--- src/rtl/pcc_pkg.sv ---
package pcc_pkg;
  typedef enum logic [2:0] {
    ST_IDLE, ST_LOAD, ST_TR1, ST_TR2, ST_HOLD, ST_FLUSH, ST_DRAIN
  } pcc_state_e;
endpackage

--- src/rtl/pcc_timer.sv ---
module pcc_timer #(
  parameter int COMMIT_CYC = 20
) (
  input  logic clk,
  input  logic rst,
  input  logic start_i,
  input  logic run_i,
  output logic expired_o
);
  localparam int CW = $clog2(COMMIT_CYC + 1);
  logic [CW-1:0] cnt_q;

  always_ff @(posedge clk) begin
    if (rst) cnt_q <= '0;
    else if (start_i) cnt_q <= CW'(COMMIT_CYC - 1);
    else if (run_i && cnt_q != '0) cnt_q <= cnt_q - 1'b1;
  end

  assign expired_o = (cnt_q == '0);


  cnt_bound_chk: assert property (@(posedge clk) disable iff (rst)
    int'(cnt_q) < COMMIT_CYC);
endmodule

--- src/rtl/pcc_pagebuf.sv ---
module pcc_pagebuf #(
  parameter int PAGE_BYTES = 64,
  localparam int OW = $clog2(PAGE_BYTES)
) (
  input  logic          clk,
  input  logic          rst,
  input  logic          wr_i,
  input  logic [OW-1:0] waddr_i,
  input  logic [7:0]    wdata_i,
  input  logic          clr_i,
  input  logic          rd_i,
  input  logic [OW-1:0] raddr_i,
  output logic [7:0]    rdata_o,
  output logic          rdirty_o
);
  logic [7:0]            mem [PAGE_BYTES];
  logic [PAGE_BYTES-1:0] dirty_q;
  logic [7:0]            rdata_q;
  logic                  rdirty_q;

  always_ff @(posedge clk) begin
    if (wr_i) mem[waddr_i] <= wdata_i;
    if (rd_i) rdata_q <= mem[raddr_i];
  end

  always_ff @(posedge clk) begin
    if (rst || clr_i) dirty_q <= '0;
    else if (wr_i) dirty_q[waddr_i] <= 1'b1;
  end

  always_ff @(posedge clk) begin
    if (rst) rdirty_q <= 1'b0;
    else rdirty_q <= rd_i && dirty_q[raddr_i];
  end

  assign rdata_o  = rdata_q;
  assign rdirty_o = rdirty_q;


  no_load_during_flush_chk: assert property (@(posedge clk) disable iff (rst)
    !(wr_i && rd_i));
endmodule

--- src/rtl/pcc_seq.sv ---
module pcc_seq
  import pcc_pkg::*;
#(
  parameter int ADDR_W     = 15,
  parameter int PAGE_BYTES = 64,
  localparam int OW = $clog2(PAGE_BYTES),
  localparam int PW = ADDR_W - OW
) (
  input  logic          clk,
  input  logic          rst,
  input  logic          bit_wr_i,
  input  logic          bit_val_i,
  input  logic          rd_cyc_i,
  input  logic          rst_seq_i,
  input  logic          addr_ld_i,
  input  logic [ADDR_W-1:0] addr_i,
  input  logic          wp_i,
  input  logic          tmr_exp_i,
  output logic          tmr_start_o,
  output logic          tmr_run_o,
  output logic          buf_wr_o,
  output logic [OW-1:0] buf_waddr_o,
  output logic [7:0]    buf_wdata_o,
  output logic          buf_clr_o,
  output logic          buf_rd_o,
  output logic [OW-1:0] buf_raddr_o,
  output logic [PW-1:0] page_o,
  output logic [OW-1:0] idx_d_o,
  output logic          wel_o,
  output logic          busy_o,
  output logic          ready_o
);
  pcc_state_e    st_q;
  logic          wel_q, busy_q, ready_q, any_q;
  logic [2:0]    bcnt_q;
  logic [6:0]    sh_q;
  logic [OW-1:0] ptr_q, idx_q, idx_d_q;
  logic [PW-1:0] page_q;
  logic in_commit, take_rst, take_addr, ev_rd, ev_wb, fail;

  always_comb begin
    in_commit = (st_q == ST_HOLD) || (st_q == ST_FLUSH) || (st_q == ST_DRAIN);
    take_rst  = rst_seq_i && !in_commit;
    take_addr = addr_ld_i && !rst_seq_i && !in_commit;
    ev_rd     = rd_cyc_i && !rst_seq_i && !addr_ld_i;
    ev_wb     = bit_wr_i && !rd_cyc_i && !rst_seq_i && !addr_ld_i;
    fail = ((st_q == ST_LOAD) && ev_rd && !(bcnt_q == 3'd0 && any_q))
        || ((st_q == ST_TR1) && (ev_rd || (ev_wb && !bit_val_i)))
        || ((st_q == ST_TR2) && ((ev_rd && !(wp_i && wel_q)) || ev_wb));
    tmr_start_o = (st_q == ST_TR2) && ev_rd && wp_i && wel_q;
    tmr_run_o   = (st_q == ST_HOLD);
    buf_wr_o    = (st_q == ST_LOAD) && ev_wb && (bcnt_q == 3'd7);
    buf_waddr_o = ptr_q;
    buf_wdata_o = {sh_q, bit_val_i};
    buf_clr_o   = take_rst || (take_addr && wel_q);
    buf_rd_o    = (st_q == ST_FLUSH);
    buf_raddr_o = idx_q;
  end

  always_ff @(posedge clk) begin
    if (rst) begin
      st_q <= ST_IDLE; wel_q <= 1'b0; busy_q <= 1'b0; ready_q <= 1'b1;
      any_q <= 1'b0; bcnt_q <= '0; sh_q <= '0; ptr_q <= '0;
      idx_q <= '0; idx_d_q <= '0; page_q <= '0;
    end else begin
      idx_d_q <= idx_q;
      if (take_rst) begin
        wel_q <= 1'b1;
        st_q  <= ST_IDLE;
      end else if (take_addr) begin
        if (wel_q) begin
          st_q   <= ST_LOAD;
          page_q <= addr_i[ADDR_W-1:OW];
          ptr_q  <= addr_i[OW-1:0];
          bcnt_q <= '0;
          any_q  <= 1'b0;
        end
      end else if (fail) begin
        st_q  <= ST_IDLE;
        wel_q <= 1'b0;
      end else begin
        case (st_q)
          ST_LOAD: begin
            if (ev_rd) st_q <= ST_TR1;
            else if (ev_wb) begin
              sh_q   <= {sh_q[5:0], bit_val_i};
              bcnt_q <= bcnt_q + 3'd1;
              if (bcnt_q == 3'd7) begin
                ptr_q <= ptr_q + 1'b1;
                any_q <= 1'b1;
              end
            end
          end
          ST_TR1: if (ev_wb) st_q <= ST_TR2;
          ST_TR2: if (ev_rd) begin
            st_q <= ST_HOLD; busy_q <= 1'b1; ready_q <= 1'b0;
          end
          ST_HOLD: if (tmr_exp_i) begin
            st_q <= ST_FLUSH; idx_q <= '0;
          end
          ST_FLUSH: begin
            idx_q <= idx_q + 1'b1;
            if (idx_q == OW'(PAGE_BYTES - 1)) st_q <= ST_DRAIN;
          end
          ST_DRAIN: begin
            st_q <= ST_IDLE; busy_q <= 1'b0; ready_q <= 1'b1; wel_q <= 1'b0;
          end
          default: ;
        endcase
      end
    end
  end

  assign page_o  = page_q;
  assign idx_d_o = idx_d_q;
  assign wel_o   = wel_q;
  assign busy_o  = busy_q;
  assign ready_o = ready_q;


  commit_guard_chk: assert property (@(posedge clk) disable iff (rst)
    $rose(busy_q) |-> ($past(wp_i) && $past(wel_q) && $past(st_q) == ST_TR2));

  wel_clear_done_chk: assert property (@(posedge clk) disable iff (rst)
    $fell(busy_q) |-> !wel_q);

  commit_holds_chk: assert property (@(posedge clk) disable iff (rst)
    (busy_q && st_q != ST_DRAIN) |=> busy_q);

  load_needs_wel_chk: assert property (@(posedge clk) disable iff (rst)
    (st_q == ST_LOAD) |-> wel_q);
endmodule

--- src/rtl/page_commit_ctrl.sv ---
module page_commit_ctrl #(
  parameter int ADDR_W     = 15,
  parameter int PAGE_BYTES = 64,
  parameter int COMMIT_CYC = 20
) (
  input  logic              clk,
  input  logic              rst,
  input  logic              bit_wr_i,
  input  logic              bit_val_i,
  input  logic              rd_cyc_i,
  input  logic              rst_seq_i,
  input  logic              addr_ld_i,
  input  logic [ADDR_W-1:0] addr_i,
  input  logic              wp_i,
  output logic              wel_o,
  output logic              busy_o,
  output logic              ready_o,
  output logic              arr_we_o,
  output logic [ADDR_W-1:0] arr_addr_o,
  output logic [7:0]        arr_data_o
);
  localparam int OW = $clog2(PAGE_BYTES);
  localparam int PW = ADDR_W - OW;

  logic          tmr_start, tmr_run, tmr_exp;
  logic          buf_wr, buf_clr, buf_rd;
  logic [OW-1:0] buf_waddr, buf_raddr, idx_d;
  logic [7:0]    buf_wdata;
  logic [PW-1:0] page;

  pcc_seq #(.ADDR_W(ADDR_W), .PAGE_BYTES(PAGE_BYTES)) u_seq (
    .clk, .rst, .bit_wr_i, .bit_val_i, .rd_cyc_i, .rst_seq_i, .addr_ld_i,
    .addr_i, .wp_i, .tmr_exp_i(tmr_exp), .tmr_start_o(tmr_start),
    .tmr_run_o(tmr_run), .buf_wr_o(buf_wr), .buf_waddr_o(buf_waddr),
    .buf_wdata_o(buf_wdata), .buf_clr_o(buf_clr), .buf_rd_o(buf_rd),
    .buf_raddr_o(buf_raddr), .page_o(page), .idx_d_o(idx_d),
    .wel_o, .busy_o, .ready_o
  );

  pcc_timer #(.COMMIT_CYC(COMMIT_CYC)) u_tmr (
    .clk, .rst, .start_i(tmr_start), .run_i(tmr_run), .expired_o(tmr_exp)
  );

  pcc_pagebuf #(.PAGE_BYTES(PAGE_BYTES)) u_buf (
    .clk, .rst, .wr_i(buf_wr), .waddr_i(buf_waddr), .wdata_i(buf_wdata),
    .clr_i(buf_clr), .rd_i(buf_rd), .raddr_i(buf_raddr),
    .rdata_o(arr_data_o), .rdirty_o(arr_we_o)
  );

  assign arr_addr_o = {page, idx_d};


  we_in_busy_chk: assert property (@(posedge clk) disable iff (rst)
    arr_we_o |-> busy_o);

  wel_through_commit_chk: assert property (@(posedge clk) disable iff (rst)
    arr_we_o |-> wel_o);
endmodule

--- config.mk ---
export PLATFORM = sky130hd
export DESIGN_NAME = page_commit_ctrl
export DESIGN_NICKNAME = d
export VERILOG_FILES = /design/src/rtl/pcc_pkg.sv /design/src/rtl/pcc_timer.sv /design/src/rtl/pcc_pagebuf.sv /design/src/rtl/pcc_seq.sv /design/src/rtl/page_commit_ctrl.sv
export SDC_FILE = /design/constraint.sdc
export NUM_CORES = 1
export LEC_CHECK = 0
export BUFFER_PORTS_ARGS = -buffer_cell sky130_fd_sc_hd__buf_2
export CORE_MARGIN = 2
export CORE_UTILIZATION = 50
export DETAILED_ROUTE_END_ITERATION = 8
export GPL_TIMING_DRIVEN = 1
export MAX_ROUTING_LAYER = met4
export PLACE_DENSITY = 0.66
export SYNTH_ARGS = -nofsm -noshare
export SYNTH_HDL_FRONTEND = slang
export SYNTH_SLANG_ARGS = --single-unit
--- constraint.sdc ---
create_clock -name clk -period 6 [get_ports clk]
set_input_delay 0.6 -clock clk [delete_from_list [all_inputs] [get_ports clk]]
set_output_delay 0.6 -clock clk [all_outputs]
set_load 0.01 [all_outputs]
==> impl_results.md, run 1 <==
- Max incr delay on CP: 0.84 ns
- Highest Clock Rate: 287 MHz
- DIE AREA: 0.0516 mm2
- Initial Utilization: between 50% and 60%
- Die Y: 227 um
- NumNets Final: about 1500
- Post-synthesis sequential area ratio: 71.8%
- Switching share of power: 19.6%
- Lkg Pwr: approximately 9 nW
- Max Cap Viol: 0
- Clock Latency Late Sink: ~0.63 ns
- Max-slew violation count: 0
- CTS sink cnt: 634
- Outcome: completed
- # IOs: 50
- Core Region: 0.0491 mm2
- Post-CTS Setup Inserts: 0
- Crit Path Max Fanout: 12
- First-pass GRT wire length: 90000 um
- CP top delay family: simple AND/OR/NAND/NOR gates
- WP buf/inv: 0
- Sequential power share: 53.8%
- Post-DP HPWL: 36900 um
- Worst-path clk slew: 0.06 ns
- Port bufs: 49
- Synth cell types: 65
- CTS tree: built
- Initial antenna violation count: 0
- Initial DRC Count: approximately 1500
- Placement Setup Slack: 2.35 ns
- Min cycle time layout: 3.48 ns
- Post-DRT Antenna Nets: 0
- Final setup margin: 2.52 ns
- Syn Inst Count: approximately 1400
- Wirelength per Cell: 27.1 um
- Synth Cell Area: 0.0249 mm2
- Power per cell area: 313 mW/mm2
- Crit start category: register
- Arrival @ worst endpoint: 3.73 ns
- Worst setup path category: register to register
- GP Congestion: 0.885
- Synth async-reset ratio: 0%
- Setup violators final: 0
- Clock skew: between 0.01 and 0.015 ns
- Remaining DRCs: 0
- Vias in the first global route: 13400
- Cell Int Power: 7.03 mW
- Antenna Cells: 0
- # rows: 81
- Clk pwr share: 45.4%
- Final worst-path cycle share: 58.0%
- Clock root cell: clkbuf_16
- Routed wire length: 59900 um
- CP max-delay cell: nor2_1
- CTS max path bufs: 3
- Min-delay worst type: input pin to register
- Setup crit end kind: register
- Max VDD drop: 0.000241 V
- Synth area leaders: edfxtp_1, mux4_2, dfxtp_1
- Syn_area_per_cell: 17.3 um2
- Fillers: roughly 3700
- Hold violation count in the final report: 0
- Largest net degree at the start of global routing: between 80 and 90
- Total Routing Usage GR: between 20% and 30%
- Comb pwr share: 0.7%
- RSZ-0062 raised after global routing: false
- Flops & latches, synth: about 630
- Syn_nets: 1467
- Pre-antenna DRT Iters: 6
- Slew margin rel.: 28.4%
- Commonest non-fill, non-tap cell in the layout: edfxtp_1
- Total CTS buffers: just over 60
- Worst endpoint required time: 6.25 ns
- Sw power: 1.71 mW
- Tightest Pin Transition: between 1 and 1.5 ns
- Multi-input gate area: 0.00657 mm2
- Vias after detailed routing: 13500
- Setup_tns: 0 ns
- GR Overflow Total: 0
- Commonest cells after routing, fill and taps aside: edfxtp_1, nor2_1, mux4_2, dfxtp_1, mux2i_1
- H-tree levels: 2
- Leading area contributor after synthesis: edfxtp_1
- Post-cts hold buffer count: 0
- YS warnings: 0
- Critical path, cell by cell: or4b_4 > nor4_4 > nand3_1 > nor2_1
- Post-synth EDFFs: 520
- Via/cell ratio: slightly above 6
- Top FF cell, synth: edfxtp_1
- DIE WIDTH: 227 um
- Synth top area share: between 60% and 70%
- Layout cell share with drive strength beyond 1: between 20% and 30%
- Area delta synth->final: 12.1%
- # resized after CTS: 0
- Reg area: 0.0179 mm2
-- power groups by stage --
stage / Sequential [mW] / Clock (mW) / Combinational, mW
floorplan: 4.80 / 0 / 0.0338
global placement: 4.80 / 0 / 0.0610
detailed placement: 4.80 / 0 / 0.0618
CTS: 4.70 / 4.02 / 0.0622
global route: 4.70 / 4.19 / 0.0676
finish: 4.71 / 3.97 / 0.0623
-- state kept, by name, indices dropped and copies added, names as in the netlist --
register,flops
u_seq.any_q,1
u_buf.rdata_o,8
u_seq.busy_o,1
u_seq.bcnt_q,3
u_seq.ready_o,1
u_seq.buf_raddr_o,6
u_tmr.cnt_q,5
u_seq.idx_d_o,6
u_seq.sh_q,7
u_seq.st_q,3
u_buf.dirty_q,64
u_seq.page_o,9
u_buf.rdirty_o,1
u_seq.wel_o,1
u_seq.buf_waddr_o,6
u_buf.mem,512
-- worst register-to-register path: cells and delay by family, from the launching register on --
| kind | cells | cell delay (ns) |
|---|---|---|
| AND/OR/NAND/NOR | 4 | 2.52 |
| flip-flops | 1 | 0.58 |
-- metal layers --
layer | GRT usage [%] | vias to the layer above | share of wire [%] | wire length (um)
met5 | - | - | 0 | 0
met4 | 7.51 | 0 | 2.6 | 1580
met3 | 3.20 | 101 | 6.6 | 3970
met2 | 38.1 | 570 | 48 | 28600
met1 | 35.4 | 6992 | 43 | 25800
li1 | - | 5843 | - | -
-- cell type report --
cell class              instances  area share [%]
inverters                       9           0.121
well taps                     664            2.97
flip-flops and latches        634            64.1
clock buffers                  84            6.55
repair buffers                 76            1.69
clock inverters                32            1.03
multi-input cells             709            23.5
-- kinds of logic after synthesis --
logic type               after synthesis  synth area share (%)
flip-flops                           634                  71.8
AND/OR/NAND/NOR                      271                  5.26
AO/OA/AOI/OAI                        219                  6.31
multiplexers                         204                  14.1
buffers and inverters                 95                  1.92
XOR/XNOR                               9                 0.316
adder cells (fa/ha/maj)                6                 0.301
-- metrics by stage --
stage	total power [mW]	area [um2]	util [%]	std cells	hold slack, ns
3_5_place_dp	4.86	25800	52.7	2092	0.447
3_3_place_gp	4.86	25800	52.6	2092	0.441
4_1_cts	8.78	27900	57.0	2208	0.182
5_1_grt	8.96	27900	57.0	2208	0.211
2_1_floorplan	4.83	24900	-	1438	0.430
6_report	8.74	27900	57.0	2208	0.209
-- final timing paths --
kind                                      start                to  slack [ns]  cells past startpoint
worst min-delay path                  addr_i[8]   u_seq.page_o[2]        0.21                      3
worst max register to register    u_seq.st_q[0]  u_buf.mem[19][7]        2.52                      4
worst min register to register  u_seq.page_o[2]   u_seq.page_o[2]        0.46                      2
worst max-delay path              u_seq.st_q[0]  u_buf.mem[19][7]        2.52                      4
-- synthesized netlist by cell type (all sizes together) (6+ instances only) --
cell type	n
o21a	64
mux2i	83
inv	9
a21oi	30
ha	6
xor2	6
a2111oi	9
mux4	117
nand3b	9
clkbuf	37
nand2b	10
o21ai	11
a211oi	15
buf	49
a21o	6
o22ai	25
a22oi	10
nand2	57
nor2b	13
nor2	121
edfxtp	520
dfxtp	114
a211o	12
o221ai	6
nor3	16
nand3	13
Note: power is estimated with default switching activity, not from simulation.
==> run 2, diff against run 1 <==
Clock period 6 ns to 3.3 ns, I/O delays scaled along.
==> impl_results.md, run 2 (synthesis gave the netlist of run 1 again) <==
- Commonest non-fill, non-tap cell in the layout: edfxtp_1
- Initial antenna violation count: 0 (unchanged)
- GR Overflow Total: 0 (unchanged)
- Layout cell share with drive strength beyond 1: 25.8% (+4.6 points)
- Hold violation count in the final report: 0 (unchanged)
- Worst endpoint required time: 3.62 ns (-2.63 ns)
- CTS sink cnt: 634 (unchanged)
- Area delta synth->final: 15.9%
- Crit start category: register
- # resized after CTS: 0 (unchanged)
- Hold path depth: 4 (+1)
- Power per cell area: 545 mW/mm2 (+74%)
- Max Cap Viol: 0 (unchanged)
- Antenna Cells: 0 (unchanged)
- Initial Utilization: 50.8% (unchanged)
- Commonest cells after routing, fill and taps aside: edfxtp_1, buf_4, nor2_1, mux4_2, dfxtp_1
- Clock skew: 0.00980 ns (-0.000596 ns)
- Remaining DRCs: 0 (unchanged)
- # rows: 81 (unchanged)
- Slew margin rel.: 31.3% (+2.9 points)
- Total CTS buffers: 60 (-1.6%)
- Post-DRT Antenna Nets: 0 (unchanged)
- Core Region: 0.0491 mm2 (unchanged)
- CTS tree: built
- Max reg flops: 512 (unchanged)
- Min-delay src: addr_i[2]
- Tightest Pin Transition: 1.03 ns (-0.0390 ns)
- Setup violators final: 0 (unchanged)
- Setup crit end kind: register
- Crit Path Max Fanout: 8 (-4)
- Worst-path clk slew: 0.06 ns (about the same)
- Initial DRC Count: 1519 (-0.39%)
- DIE WIDTH: 227 um (unchanged)
- Final worst-path cycle share: 88.8% (+31 points)
- R2r setup slk: 0.37 ns (-2.15 ns)
- CTS max path bufs: 3 (unchanged)
- Min-delay worst type: input pin to register
- Port bufs: 49 (unchanged)
- First-pass GRT wire length: 91600 um (+1.8%)
- Arrival @ worst endpoint: 3.25 ns (-0.48 ns)
- Max VDD drop: 0.000416 V (+73%)
- Pre-antenna DRT Iters: 5 (-1)
- Reg2Reg Capture Point: u_buf.mem[39][1]
- Die Y: 227 um (unchanged)
- Worst r2r src: u_seq.st_q[2]
- Outcome: completed
- Post-DP HPWL: 39700 um (+7.6%)
- Max incr delay on CP: 0.58 ns (-0.26 ns)
- Vias in the first global route: 14000 (+4.6%)
- Hold EP: u_seq.buf_waddr_o[2]
- Top reg by flops: u_buf.mem
- Worst Reg-to-Reg Cells: 6 (+2)
- Critical path, cell by cell: or4b_4 > nor3_4 > buf_4 > nand3_1 > nor2_1 > buf_4
- H-tree levels: 2 (unchanged)
- Wirelength per Cell: 26.4 um (-2.7%)
- Largest net degree at the start of global routing: 66 (-23%)
- Highest Clock Rate: 341 MHz (+19%)
- RSZ-0062 raised after global routing: false
- DIE AREA: 0.0516 mm2 (unchanged)
- WP buf/inv: 2 (+2)
- Routed wire length: 61400 um (+2.6%)
- NumNets Final: 1643 (+8.1%)
- # IOs: 50 (unchanged)
- Max-slew violation count: 0 (unchanged)
- Clock root cell: clkbuf_16
- Lkg Pwr: 9.48 nW (+7.1%)
- CP top delay family: simple AND/OR/NAND/NOR gates
- GP Congestion: 0.880 (-0.58%)
- Setup_tns: 0 ns (unchanged)
- Tot Pwr: 15.7 mW (+80%)
- Vias after detailed routing: 14000 (+3.6%)
- CP max-delay cell: or4b_4
- Worst setup path category: register to register
- Most frequent CP cell: buf_4
- Total Routing Usage GR: 25.2% (+0.33 points)
- Min cycle time layout: 2.93 ns (-0.550 ns)
- Clock Latency Late Sink: 0.62 ns (about the same)
- Via/cell ratio: 6.01 (-1.7%)
-- run 2: cell types whose count changed in the layout (fill, tap and decap cells not counted), moves of 3 or more --
cell,change
buf_4,+108
dlygate4sd3_1,+10
clkbuf_1,+8
clkbuf_8,+7
buf_12,+6
clkbuf_16,-6
inv_6,-6
clkinv_2,-5
clkinvlp_4,-3
-- run 2: tightest hold or removal path: stages --
cell	delay [ns]
buf_2	0.10
nand2_1	0.05
a21o_1	0.10
a21oi_1	0.05
-- run 2: final cells by class --
type | count | area (um2)
inverter | 9 | 33.8
clock buffer | 93 | 1810
tap | 664 | 831
fill | 3692 | 20200
timing repair buffer | 200 | 1500
sequential | 634 | 17900
clock inverter | 19 | 223
multi-input combinational | 709 | 6570
-- run 2: stage by stage --
step | cells | hold WS (ns) | worst slack, ns | area, um2 | utilization (%)
4_1_cts | 2328 | 0.0372 | 0.391 | 28900 | 58.9
3_3_place_gp | 2206 | 0.440 | 0.345 | 26800 | 54.5
6_report | 2328 | 0.0690 | 0.371 | 28900 | 58.9
3_5_place_dp | 2206 | 0.448 | 0.270 | 26800 | 54.5
5_1_grt | 2328 | 0.0624 | 0.249 | 28900 | 58.9
2_1_floorplan | 1438 | 0.429 | 0.705 | 24900 | -
-- run 2: how the worst max path moves through the flow --
| stage | start | to | slack (ns) | cells after the start |
|---|---|---|---|---|
| after floorplan | rst_seq_i | u_buf.mem[53][0] | 0.70 | 6 |
| after global placement | u_seq.buf_raddr_o[0] | u_buf.rdata_o[7] | 0.35 | 6 |
| after detailed placement | rst_seq_i | u_buf.mem[39][5] | 0.27 | 7 |
| after CTS | u_seq.buf_raddr_o[0] | u_buf.rdata_o[7] | 0.39 | 6 |
| after global routing | u_seq.buf_raddr_o[0] | u_buf.rdata_o[4] | 0.25 | 7 |
| final | u_seq.st_q[2] | u_buf.mem[39][1] | 0.37 | 6 |
-- run 2: repair_timing --
item / 4_1_cts / 5_1_grt
setup buffers: 0 / 0
hold buffers: 10 / 0
hold endpoints to repair: 10 / 0
-- run 2: layer usage --
layer | track usage [%] | part of all wire, % | up-vias
li1 | - | - | 6052
met1 | 34.9 | 41 | 7286
met2 | 39.2 | 48 | 554
met3 | 4.03 | 7.9 | 99
met4 | 7.34 | 2.6 | 0
met5 | - | 0 | -
-- run 2: power breakdown --
part	internal (mW)	total (mW)	switching, mW
Clock	4.13	7.05	2.91
Sequential	8.54	8.55	0.00942
Combinational	0.0445	0.127	0.0824
==> run 3, diff against run 2 <==
Settings changed: ABC_AREA from default to 1.
==> impl_results.md, run 3 <==
- Outcome: completed
- Leading area contributor after synthesis: edfxtp_1
- Lkg Pwr: 11.7 nW (+23%)
- Syn_area_per_cell: 10.8 um2 (-38%)
- Worst-path clk slew: 0.06 ns (about the same)
- Die Y: 231 um (+1.7%)
- Highest Clock Rate: 371 MHz (+8.8%)
- Post-DP HPWL: 41800 um (+5.2%)
- Initial antenna violation count: 3 (+3)
- Synth Area in Compound Gates: 9.52% (+3.2 points)
- Min Hold Slack: 0.0177 ns (-0.0513 ns)
- Routed wire length: 70300 um (+14%)
- Slew margin rel.: 35.5% (+4.1 points)
- DIE AREA: 0.0534 mm2 (+3.4%)
- Worst Reg-to-Reg Cells: 7 (+1)
- Min cycle time layout: 2.69 ns (-0.237 ns)
- Syn_nets: 2425 (+65%)
- Max VDD drop: 0.000315 V (-24%)
- Initial Utilization: 50.4% (-0.45 points)
- Post-synthesis sequential area ratio: 69.4% (-2.4 points)
- Arrival @ worst endpoint: 2.91 ns (-0.34 ns)
- GP Congestion: 0.950 (+7.9%)
- Area delta synth->final: 12.5%
- Initial DRC Count: 2194 (+44%)
- Synth Area in Simple Gates: 16.4% (+11 points)
- Max reg flops: 512 (unchanged)
- Vias after detailed routing: 18400 (+31%)
- Setup violators final: 0 (unchanged)
- CTS max path bufs: 3 (unchanged)
- Core Region: 0.0512 mm2 (+4.4%)
- Synth top cells by count: edfxtp_1, nor2_1, nand2_1, o21ai_0, nand3_1
- Multiplexer area fraction after synthesis: 0% (-14 points)
- Worst r2r src: u_seq.st_q[2]
- M3 GR Usage: 4.74% (+0.71 points)
- Clock skew: 0.0191 ns (+0.00929 ns)
- Pre-antenna DRT Iters: 6 (+1)
- Crit start category: register
- Adder-cell share of the synthesized area: 0.291% (-0.010 points)
- Met1 usage: 37.5% (+2.5 points)
- Power per cell area: 554 mW/mm2 (+1.7%)
- Commonest cells after routing, fill and taps aside: edfxtp_1, nor2_1, nand2_1, o21ai_0, nand3_1
- Fillers: 4252 (+15%)
- Met2 GRT Util: 41.9% (+2.7 points)
- Layout cell share with drive strength beyond 1: 9.24% (-17 points)
- Setup_tns: 0 ns (unchanged)
- First-pass GRT wire length: 107000 um (+17%)
- Most common cell in the netlist: edfxtp_1
- Max-slew violation count: 0 (unchanged)
- Hold path depth: 3 (-1)
- Synth cell types: 42 (-35%)
- Flops & latches, synth: 634 (unchanged)
- Clock root cell: clkbuf_16
- Commonest non-fill, non-tap cell in the layout: edfxtp_1
- # rows: 83 (+2.5%)
- GR Overflow Total: 0 (unchanged)
- Wirelength per Cell: 22.1 um (-16%)
- # IOs: 50 (unchanged)
- Setup crit end kind: register
- Remaining DRCs: 0 (unchanged)
- CTS tree: built
- Xor-xnor portion of the synthesized cell area: 0.0679% (-0.25 points)
- Synth area leaders: edfxtp_1, dfxtp_1, nor2_1
- Worst setup path category: register to register
- Syn Inst Count: 2396 (+67%)
- Post-DRT Antenna Nets: 0 (unchanged)
- CTS sink cnt: 634 (unchanged)
- R2r setup slk: 0.61 ns (+0.24 ns)
- YS warnings: 0 (unchanged)
- Crit Path Max Fanout: 10 (+2)
- Clock Latency Late Sink: 0.59 ns (-0.03 ns)
- Tightest Pin Transition: 0.968 ns (-0.0622 ns)
- Total Routing Usage GR: 27.4% (+2.1 points)
- Synth Cell Area: 0.0258 mm2 (+3.5%)
- Max Cap Viol: 0 (unchanged)
- Synth top area share: 60.6% (-2.1 points)
- Main combinational cell family by area after synthesis: simple AND/OR/NAND/NOR gates
- Final worst-path cycle share: 81.6% (-7.2 points)
- Synth async-reset ratio: 0% (unchanged)
- H-tree levels: 3 (+1)
- Reg2Reg Capture Point: u_buf.mem[6][4]
- Min-delay worst type: input pin to register
- Vias in the first global route: 17700 (+26%)
- Via/cell ratio: 5.77 (-4.0%)
- Gr busiest metal: met2
- Worst endpoint required time: 3.52 ns (-0.10 ns)
- Top FF cell, synth: edfxtp_1
- Total CTS buffers: 67 (+12%)
- Top reg by flops: u_buf.mem
- Hold EP: u_seq.page_o[7]
- Hold violation count in the final report: 0 (unchanged)
- Min-delay src: addr_i[13]
- NumNets Final: 2481 (+51%)
- Post-synth EDFFs: 520 (unchanged)
- Port bufs: 49 (unchanged)
- DIE WIDTH: 231 um (+1.7%)
- RSZ-0062 raised after global routing: false
- Largest net degree at the start of global routing: 155 (+130%)
-- run 3: critical path, stage by stage (launching register included) --
cell and delay (ns):
dfxtp_1 0.38, inv_1 0.09, nand2_2 0.07, nor2_2 0.18, nand3_4 0.16, nor2_4 0.30, nand2_1 0.42, nor2_1 0.70
-- run 3: kinds of logic after synthesis --
kind of cell	count (synthesis)
XOR/XNOR	2
AND/OR/NAND/NOR	1034
buffers and inverters	270
flip-flops	634
adder cells (fa/ha/maj)	6
AO/OA/AOI/OAI	450
-- run 3: layer usage --
metal,routed length [um],vias to the layer above
met1,29100,8945
li1,-,8390
met3,6690,118
met2,32700,900
met4,1740,0
met5,0,-
-- run 3: cell type report --
type                       count  area (um2)  area share [%]
antenna                        1        2.50         0.00862
clock buffer                  94        1880            6.49
timing repair buffer         122         918            3.16
clock inverter                23         129           0.444
tap                          680         851            2.93
sequential                   634       17900            61.8
multi-input combinational   1492        6790            23.4
inverter                     135         517            1.78
-- run 3: worst max-delay path by stage --
stage                     cells after the start  slack (ns)          endpoint                 start
after floorplan                               5        1.09  u_buf.mem[31][0]  u_seq.buf_waddr_o[2]
after global placement                        6        0.66  u_buf.mem[22][7]             rst_seq_i
after detailed placement                      6        0.59   u_buf.mem[6][4]             rst_seq_i
after CTS                                     7        0.63  u_buf.mem[55][7]         u_seq.st_q[2]
after global routing                          7        0.44   u_buf.mem[6][6]         u_seq.st_q[2]
final                                         7        0.61   u_buf.mem[6][4]         u_seq.st_q[2]
-- run 3: power breakdown --
part	internal, mW	total, mW	switching, mW	leakage [nW]
logic	0.121	0.408	0.287	4.03
registers	8.58	8.63	0.0473	6.70
clock network	4.05	7.04	2.99	0.987
-- run 3: stage by stage --
stage                     worst slack [ns]  area (um2)  util (%)  power [mW]  std cells
final                                0.608       29000      56.7        16.1       3181
after global routing                 0.437       29000      56.7        16.5       3181
after CTS                            0.633       29000      56.7        16.1       3180
after detailed placement             0.592       27000      52.7        9.20       3058
after global placement               0.663       27000      52.7        9.19       3058
after floorplan                       1.09       25800         -        9.05       2396
-- run 3: repair_timing --
item                      CTS  global route
hold buffers                5             0
hold endpoints to repair    5             0
gates resized for setup     0             0
setup buffers               0             0
